--- src/rtl/aclk_pkg.sv ---
package aclk_pkg;
  localparam int NDIG = 4;
  localparam int NKEY = 10;

  typedef enum logic [2:0] {
    ST_IDLE  = 3'd0,
    ST_ENTRY = 3'd1,
    ST_SETA  = 3'd2,
    ST_SETT  = 3'd3,
    ST_SHOW  = 3'd4
  } ctl_state_e;

  // {g,f,e,d,c,b,a}, active high; non-decimal codes blank
  function automatic logic [6:0] bcd_to_seg(input logic [3:0] d);
    logic [6:0] s;
    case (d)
      4'd0: s = 7'h3F;
      4'd1: s = 7'h06;
      4'd2: s = 7'h5B;
      4'd3: s = 7'h4F;
      4'd4: s = 7'h66;
      4'd5: s = 7'h6D;
      4'd6: s = 7'h7D;
      4'd7: s = 7'h07;
      4'd8: s = 7'h7F;
      4'd9: s = 7'h6F;
      default: s = 7'h00;
    endcase
    return s;
  endfunction
endpackage

--- src/rtl/entry_shifter.sv ---
module entry_shifter
  import aclk_pkg::*;
(
  input  logic                clk,
  input  logic                rst_n,
  input  logic [NKEY-1:0]     key_lines,
  output logic                key_valid,
  output logic [NDIG*4-1:0]   entry_q
);
  logic [3:0]        key_digit;
  logic [NDIG*4-1:0] entry_d;

  assign key_valid = |key_lines;

  always_comb begin
    key_digit = 4'd0;
    if ($countones(key_lines) == 1) begin
      for (int n = 0; n < NKEY; n++) begin
        if (key_lines[n]) key_digit = 4'(n);
      end
    end
  end

  always_comb begin
    entry_d = entry_q;
    if (key_valid) entry_d = {entry_q[NDIG*4-5:0], key_digit};
  end

  always_ff @(posedge clk or negedge rst_n) begin
    if (!rst_n) entry_q <= '0;
    else        entry_q <= entry_d;
  end

  assert_shift_R2: assert property (@(posedge clk) disable iff (!rst_n)
    key_valid |=> entry_q[NDIG*4-1:4] == $past(entry_q[NDIG*4-5:0]));
endmodule

--- src/rtl/time_counter.sv ---
module time_counter
  import aclk_pkg::*;
(
  input  logic                clk,
  input  logic                rst_n,
  input  logic                load,
  input  logic [NDIG*4-1:0]   load_val,
  input  logic                tick,
  output logic [NDIG*4-1:0]   cur_q
);
  logic [3:0] mu, mt, hu, ht;
  logic [NDIG*4-1:0] adv, cur_d;

  always_comb begin
    mu = cur_q[3:0];
    mt = cur_q[7:4];
    hu = cur_q[11:8];
    ht = cur_q[15:12];
    if (mu < 4'd9) begin
      mu = mu + 4'd1;
    end else begin
      mu = 4'd0;
      if (mt < 4'd5) begin
        mt = mt + 4'd1;
      end else begin
        mt = 4'd0;
        if (ht >= 4'd2 && hu >= 4'd3) begin
          hu = 4'd0;
          ht = 4'd0;
        end else if (hu >= 4'd9) begin
          hu = 4'd0;
          ht = ht + 4'd1;
        end else begin
          hu = hu + 4'd1;
        end
      end
    end
    adv = {ht, hu, mt, mu};
  end

  always_comb begin
    cur_d = cur_q;
    if (load)      cur_d = load_val;
    else if (tick) cur_d = adv;
  end

  always_ff @(posedge clk or negedge rst_n) begin
    if (!rst_n) cur_q <= '0;
    else        cur_q <= cur_d;
  end

  assert_wrap_R10: assert property (@(posedge clk) disable iff (!rst_n)
    (tick && !load && cur_q == 16'h2359) |=> cur_q == 16'h0000);
  assert_load_wins_R11: assert property (@(posedge clk) disable iff (!rst_n)
    load |=> cur_q == $past(load_val));
endmodule

--- src/rtl/ctrl_fsm.sv ---
module ctrl_fsm
  import aclk_pkg::*;
#(
  parameter int KEY_TIMEOUT  = 900,
  parameter int SHOW_TIMEOUT = 900
) (
  input  logic clk,
  input  logic rst_n,
  input  logic key_valid,
  input  logic alarm_btn,
  input  logic time_btn,
  output logic load_alarm,
  output logic load_time,
  output logic show_entry,
  output logic show_alarm
);
  localparam int TMAX = (KEY_TIMEOUT > SHOW_TIMEOUT) ? KEY_TIMEOUT : SHOW_TIMEOUT;
  localparam int TW   = $clog2(TMAX + 1);
  localparam logic [TW-1:0] KEY_LAST  = TW'(KEY_TIMEOUT - 1);
  localparam logic [TW-1:0] SHOW_LAST = TW'(SHOW_TIMEOUT - 1);

  ctl_state_e st_q, st_d;
  logic [TW-1:0] tmr_q, tmr_d;
  logic tmr_clr, tmr_en;

  always_comb begin
    st_d = st_q;
    case (st_q)
      ST_IDLE: begin
        if (key_valid)      st_d = ST_ENTRY;
        else if (alarm_btn) st_d = ST_SHOW;
      end
      ST_ENTRY: begin
        if (key_valid)              st_d = ST_ENTRY;
        else if (alarm_btn)         st_d = ST_SETA;
        else if (time_btn)          st_d = ST_SETT;
        else if (tmr_q == KEY_LAST) st_d = ST_IDLE;
      end
      ST_SETA: if (!alarm_btn) st_d = ST_IDLE;
      ST_SETT: if (!time_btn)  st_d = ST_IDLE;
      ST_SHOW: if (!alarm_btn && tmr_q == SHOW_LAST) st_d = ST_IDLE;
      default: st_d = ST_IDLE;
    endcase
  end

  always_comb begin
    tmr_clr = (st_d != st_q) || (st_q == ST_ENTRY && key_valid) ||
              (st_q == ST_SHOW && alarm_btn);
    tmr_en  = (st_q == ST_ENTRY) || (st_q == ST_SHOW);
    tmr_d   = tmr_q;
    if (tmr_clr)     tmr_d = '0;
    else if (tmr_en) tmr_d = tmr_q + 1'b1;
  end

  always_ff @(posedge clk or negedge rst_n) begin
    if (!rst_n) begin
      st_q  <= ST_IDLE;
      tmr_q <= '0;
    end else begin
      st_q  <= st_d;
      tmr_q <= tmr_d;
    end
  end

  assign load_alarm = (st_q == ST_SETA);
  assign load_time  = (st_q == ST_SETT);
  assign show_entry = (st_q == ST_ENTRY);
  assign show_alarm = (st_q == ST_SHOW);

  assert_idle_key_R3: assert property (@(posedge clk) disable iff (!rst_n)
    (st_q == ST_IDLE && key_valid) |=> st_q == ST_ENTRY);
  assert_strobe_excl_R4: assert property (@(posedge clk) disable iff (!rst_n)
    !(load_alarm && load_time));
  assert_timer_bound_R6: assert property (@(posedge clk) disable iff (!rst_n)
    tmr_q < TW'(TMAX));
endmodule

--- src/rtl/alarm_clock_core.sv ---
module alarm_clock_core
  import aclk_pkg::*;
#(
  parameter int KEY_TIMEOUT  = 900,
  parameter int SHOW_TIMEOUT = 900,
  parameter int SYNC_STAGES  = 2
) (
  input  logic        clk,
  input  logic        rst_n,
  input  logic [9:0]  key_lines,
  input  logic        time_btn,
  input  logic        alarm_btn,
  input  logic        minute_tick,
  output logic [15:0] disp_digits,
  output logic [27:0] disp_segs,
  output logic        alarm_on
);
  logic [SYNC_STAGES-1:0] rst_pipe;
  logic rst_i;
  logic key_valid, load_alarm, load_time, show_entry, show_alarm;
  logic [NDIG*4-1:0] entry_q, cur_q, alarm_q, alarm_d;

  always_ff @(posedge clk or negedge rst_n) begin
    if (!rst_n) rst_pipe <= '0;
    else        rst_pipe <= {rst_pipe[SYNC_STAGES-2:0], 1'b1};
  end
  assign rst_i = rst_pipe[SYNC_STAGES-1];

  entry_shifter u_entry (
    .clk(clk), .rst_n(rst_i), .key_lines(key_lines),
    .key_valid(key_valid), .entry_q(entry_q));

  ctrl_fsm #(.KEY_TIMEOUT(KEY_TIMEOUT), .SHOW_TIMEOUT(SHOW_TIMEOUT)) u_ctrl (
    .clk(clk), .rst_n(rst_i), .key_valid(key_valid), .alarm_btn(alarm_btn),
    .time_btn(time_btn), .load_alarm(load_alarm), .load_time(load_time),
    .show_entry(show_entry), .show_alarm(show_alarm));

  time_counter u_time (
    .clk(clk), .rst_n(rst_i), .load(load_time), .load_val(entry_q),
    .tick(minute_tick), .cur_q(cur_q));

  always_comb begin
    alarm_d = alarm_q;
    if (load_alarm) alarm_d = entry_q;
  end

  always_ff @(posedge clk or negedge rst_i) begin
    if (!rst_i) alarm_q <= '0;
    else        alarm_q <= alarm_d;
  end

  always_comb begin
    if (show_entry)      disp_digits = entry_q;
    else if (show_alarm) disp_digits = alarm_q;
    else                 disp_digits = cur_q;
  end

  assign alarm_on = (cur_q == alarm_q);

  for (genvar i = 0; i < NDIG; i++) begin : g_seg
    assign disp_segs[7*i +: 7] = bcd_to_seg(disp_digits[4*i +: 4]);
  end

  assert_alarm_load_R4: assert property (@(posedge clk) disable iff (!rst_i)
    load_alarm |=> alarm_q == $past(entry_q));
endmodule

--- config.mk ---
export PLATFORM = sky130hd
export DESIGN_NAME = alarm_clock_core
export DESIGN_NICKNAME = d
export VERILOG_FILES = /design/src/rtl/aclk_pkg.sv /design/src/rtl/entry_shifter.sv /design/src/rtl/time_counter.sv /design/src/rtl/ctrl_fsm.sv /design/src/rtl/alarm_clock_core.sv
export SDC_FILE = /design/constraint.sdc
export NUM_CORES = 1
export LEC_CHECK = 0
export ABC_AREA = 1
export BUFFER_PORTS_ARGS = -buffer_cell sky130_fd_sc_hd__buf_2
export CORE_AREA = 5 5 102 104
export CTS_BUF_LIST = sky130_fd_sc_hd__clkbuf_16
export CTS_CLUSTER_DIAMETER = 100
export CTS_CLUSTER_SIZE = 10
export DETAILED_ROUTE_END_ITERATION = 8
export DIE_AREA = 0 0 107 109
export PLACE_DENSITY = 0.85
export SLEW_MARGIN = 20
export SYNTH_ARGS = -nofsm -noshare
export SYNTH_HDL_FRONTEND = slang
export SYNTH_HIERARCHICAL = 1
export SYNTH_SLANG_ARGS = --single-unit
--- constraint.sdc ---
create_clock -name clk -period 5.15 [get_ports clk]
set_clock_uncertainty 0.15 [all_clocks]
set_input_delay 1.03 -clock clk [delete_from_list [all_inputs] [get_ports clk]]
set_output_delay 1.03 -clock clk [all_outputs]
set_load 0.05 [all_outputs]
Word-level counts from Yosys, hierarchy flattened

Memories as Yosys holds them, arrays and structs flattened.
Index checks and enable logic that the tools add are counted.

Muxes and demuxes: 37
Add/sub/neg operators: 14
Eq/ne operators: 10
$lt $le $gt $ge: 5
Reduce and logical (&&, ||, !) cells: 16

Operators with widths:

| operator                                                                            | number |
|---|---|
| 32-bit adder                                                                        | 4 |
| 16-bit two-way mux                                                                  | 4 |
| 4-bit two-way mux                                                                   | 14 |
| 3-bit two-way mux                                                                   | 13 |
| 32-bit by 2-bit equality test with 1-bit output, second input constant              | 1 |
| 10-bit two-way mux                                                                  | 2 |
| 4-bit by 1-bit adder with 4-bit output, second input constant                       | 4 |
| 16-bit equality test                                                                | 1 |
| 3-bit one-hot mux with 5 select lines                                               | 1 |
| 1-bit by 1-bit adder with 2-bit output                                              | 5 |
| 10-bit by 1-bit adder with 10-bit output, second input constant                     | 1 |
| 10-bit equality test, second input constant                                         | 1 |
| 10-bit OR reduction                                                                 | 1 |
| 4-bit by 2-bit greater-or-equal comparator with 1-bit output, second input constant | 2 |
| 3-bit by 2-bit equality test with 1-bit output, second input constant               | 2 |
| 4-bit greater-or-equal comparator, second input constant                            | 1 |
| 1-bit logical AND                                                                   | 4 |
| 4-bit by 3-bit less-than comparator with 1-bit output, second input constant        | 1 |
| 4-bit less-than comparator, second input constant                                   | 1 |
| 2-bit two-way mux                                                                   | 2 |
| 2-bit != test, second input constant                                                | 2 |
| 4-bit AND reduction                                                                 | 1 |
| 2-bit nonzero test                                                                  | 2 |
| 3-bit by 1-bit equality test with 1-bit output, second input constant               | 1 |
| 9 further kinds                                                                     | 11 |

Memories kept: 4
ROM bits: 448
Register bits: 63
Output and inout bits: 45

Memory list:

| name             | words | width | rd ports | clocked after memory_dff | write ports | line           | source |
|---|---|---|---|---|---|---|---|
| (name not given) | 16    | 7     | 1        | 0                        | 0           | aclk_pkg.sv:16 | `case (d)` |
| (name not given) | 16    | 7     | 1        | 0                        | 0           | aclk_pkg.sv:16 |  |
| (name not given) | 16    | 7     | 1        | 0                        | 0           | aclk_pkg.sv:16 |  |
| (name not given) | 16    | 7     | 1        | 0                        | 0           | aclk_pkg.sv:16 |  |

Logic depth before layout (Yosys ltp)

Word-level depth: 10
Mapped depth: 15
Mapped depth without buffers: 14

By module

Netlist, hierarchy kept.

By module, submodules not included:

| module           | area each (µm²) | sequential area each (µm²) | cells an instance | instances |
|---|---|---|---|---|
| alarm_clock_core | 2,128.3         | 450.4                      | 328               | 1 |
| time_counter     | 1,113.6         | 400.4                      | 147               | 1 |
| entry_shifter    | 970.9           | 400.4                      | 113               | 1 |
| ctrl_fsm         | 814.5           | 325.3                      | 113               | 1 |

Worst setup path after synthesis

Ideal clock, no wire load.

Path kind: register -> output
Start: register u_ctrl.st_q[2]
End: output disp_segs[17]
Cell stages (with the launch flop): 13
Data required time: 3.970 ns
Slack: 0.620 ns
Path buffers: 1
Data arrival time: 3.350 ns
Path through: dfrtp_1 inv_2 nand3_2 inv_2 inv_2 buf_2 o21ai_0 inv_1 ha_1 nand3_1 nand2_1 nand2_1 nand2_1

RTL lines:

| what                                           | line                   | source |
|---|---|---|
| start, declared                                | ctrl_fsm.sv:22         | `ctl_state_e st_q, st_d;` |
| start signal, assigned                         | ctrl_fsm.sv:60         | `st_q <= st_d;` |
| 3-bit by 1-bit equality test with 1-bit output | ctrl_fsm.sv:67         | `assign show_entry = (st_q == ST_ENTRY);` |
| via show_entry                                 | alarm_clock_core.sv:20 | `logic key_valid, load_alarm, load_time, show_entry, show_alarm;` |
| 16-bit two-way mux                             | alarm_clock_core.sv:53 | `if (show_entry) disp_digits = entry_q;` |
| via disp_digits[8]                             | alarm_clock_core.sv:14 | `output logic [15:0] disp_digits,` |
| memory read 16 x 7 bit                         | n/a                    |  |
| end, declared                                  | alarm_clock_core.sv:15 | `output logic [27:0] disp_segs,` |

The timed path passes the listed nets, and every way through them passes these cells.

Worst setup path after layout

Start: register u_ctrl.st_q[2]
End: output disp_segs[17]

RTL lines:

| what                                           | line |
|---|---|
| 3-bit by 1-bit equality test with 1-bit output | ctrl_fsm.sv:67 |
| via show_entry                                 | alarm_clock_core.sv:20 |
| 16-bit two-way mux                             | alarm_clock_core.sv:53 |
| memory read 16 x 7 bit                         | n/a |

The timed path passes the listed nets, and every way through them passes these cells.

==> reports/results.ini <==
[grt]
grt_max_degree=62
grt_overflow=0
grt_pass1_vias=4222
grt_pass1_wl_um=18800
grtUsageTotal=0.196
antenna_found_initial=0

[clocking]
cts_root_buf=clkbuf_16
hold_buffers=0
cts_tree=built
cts_resized=0
clkSinkCount=63
h-tree-depth=3
cts_setup_buffers=0
cts.path.max_buffers=2
path_clk_slew_ns=0.05
clk_latency_ns=0.32
cts_made_buffers=9

[floorplanning]
fp.dieW_um=107
core_region_area_mm2=0.00946
die_area_mm2=0.0117
ios=60
initial_core_util=0.531
fp.dieH_um=109
rows=36

[route]
wirelength_um=10900
vias_per_cell=5.11
dr.pass1.iters=7
num_vias=4483
antenna_left=0
drt_iter0_markers=310
drc=0
post_drt_wl_per_cell_um=12.4

[cells_and_area]
final_common_cell=nand2_1
area_delta_synth_final_pct=13.0
drive_gt1_frac=0.170
final_cell_mix=237 x nand2_1, 103 x inv_1, 62 x dfrtp_1, 59 x buf_2, 48 x nor2_1
antenna_cells=0
layout.area.seq_mm2=0.00158
final_area_mm2=0.00568
num-nets-final=817
multi_input_area_mm2=0.00293
fill_cells=865

[pwr]
p_per_area_mw_per_mm2=494
p_comb_frac=0.526
seqPwrFrac=0.253
ir_worst_vdd_mv=0.261
leakage_nw=3.16
swShare=0.504
fin_total_pwr_mw=2.81
power_switching_mw=1.41
clkPwrFrac=0.221
p_int_mw=1.39

[timing]
drv_slew=0
fin_crit_sh=0.832
clock.fmax_ghz=0.233
setup_viol=0
fin_ws_ns=0.865
finalHoldViolCount=0
rsz0062_at_grt=no
min_period_ns=4.29
fin_setup_tns_ns=0
worstMarginPinSlew_ns=0.909
relSlewSlack=0.394

[worst_setup_path]
cp.required_ns=3.97
cp_slowest_cell=o21ai_0
arrival_ns=3.11
end_kind=primary output
start_kind=flop
worst-path-stages=12
crit_family=buffers and inverters
path_buf_inv=5
cp_cell_sequence=inv_2 > nand3_2 > inv_2 > inv_2 > o21ai_0 > inv_1 > ha_1 > nand3_1 > nand2_1 > nand2_1 > nand2_1 > buf_2
path_max_fanout=22
max_stage_delay_ns=0.55
ff2ff_path_depth=10
critPathKind=reg2out

[synthesis]
ys_types=42
ys.flop_type=dfrtp_1
synth_seq_cells=63
netlist_area_mm2=0.00503
avgSynthCellArea_um2=7.17
syn-instance-count=701
synth-async-reset-ratio=1.00
synth_edf_count=0
syn-num-nets=759
synth.yosys.warnings=6
synth_seq_area_share=0.314

[place]
globalplace.congestion=0.851
placed_cell_area_mm2=0.00538
pre_cts_ws_ns=0.904
portBuffers=59
hpwl_um=7930

[outcome]
outcome=finished clean

[job]
max_cap_violations=0

[min_path]
min_path_cells=0
min_path_type=reg2reg

-- stage by stage --
stage                     hold WS, ns  std cells  utilization
final                           0.199        878        0.601
after global routing            0.216        878        0.601
after CTS                       0.205        878        0.601
after detailed placement        0.186        862        0.568
after global placement          0.186        862        0.568
after floorplan                 0.181        701            -
-- power by group through the flow --
stage,clock network (mW),logic (mW),registers [mW]
after floorplan,0,1.20,0.677
after global placement,0,1.45,0.711
after detailed placement,0,1.48,0.713
after CTS,0.630,1.49,0.707
after global routing,0.650,1.63,0.720
final,0.621,1.48,0.710
-- registers in the layout, summed over array words and instances, names as in the netlist --
signal and flops:
u_time/cur_q 16, u_entry/entry_q 16, u_ctrl/st_q 3, alarm_q 16, u_ctrl/tmr_q 10, rst_pipe 2
-- logic make-up after synthesis --
kind of cell,count (synthesis),share of synthesized area
xor gates and xnor gates,27,0.0470
and+or+nand+nor,377,0.335
buffers and inverters,124,0.104
AOI/OAI and AO/OA,61,0.0732
adders and majority gates,43,0.116
muxes,5,0.0110
other,1,0.000746
DFF,63,0.314
-- area by class of cell --
cell class | count | share of cell area
multi-input cells | 514 | 0.515
flip-flops and latches | 63 | 0.278
inverters | 111 | 0.0746
repair buffers | 60 | 0.0533
clock buffers | 9 | 0.0396
well taps | 114 | 0.0251
clock inverters | 7 | 0.0143
-- path summary, 6_finish.rpt --
check                          startpoint          endpoint  slack [ns]
max                        u_ctrl/st_q[2]     disp_segs[17]        0.86
min                           rst_pipe[0]       rst_pipe[1]        0.20
max reg2reg                u_ctrl/st_q[2]  u_time/cur_q[13]        2.91
min reg2reg                   rst_pipe[0]       rst_pipe[1]        0.20
max in group asynchronous     rst_pipe[1]   u_time/cur_q[8]        4.07
min in group asynchronous     rst_pipe[1]   u_time/cur_q[7]        0.27
-- metal layers --
layer | GRT usage | share of wire
met4 | 0.0511 | 0.010
met5 | 0 | 0
met3 | 0.0302 | 0.049
met1 | 0.251 | 0.46
met2 | 0.348 | 0.48
-- cells in the mapped netlist (9+ instances only) --
library cell | number | area [um^2]
inv_1 | 100 | 375
xor2_1 | 13 | 114
nand3_1 | 37 | 185
o21ai_0 | 23 | 115
xnor2_1 | 14 | 123
nand4_1 | 9 | 56.3
nor2_1 | 48 | 180
ha_1 | 37 | 463
nand2_2 | 16 | 100
dfrtp_1 | 63 | 1580
nand2_1 | 237 | 890
a21oi_1 | 12 | 60.1
Power figures use the tool's default switching activity.
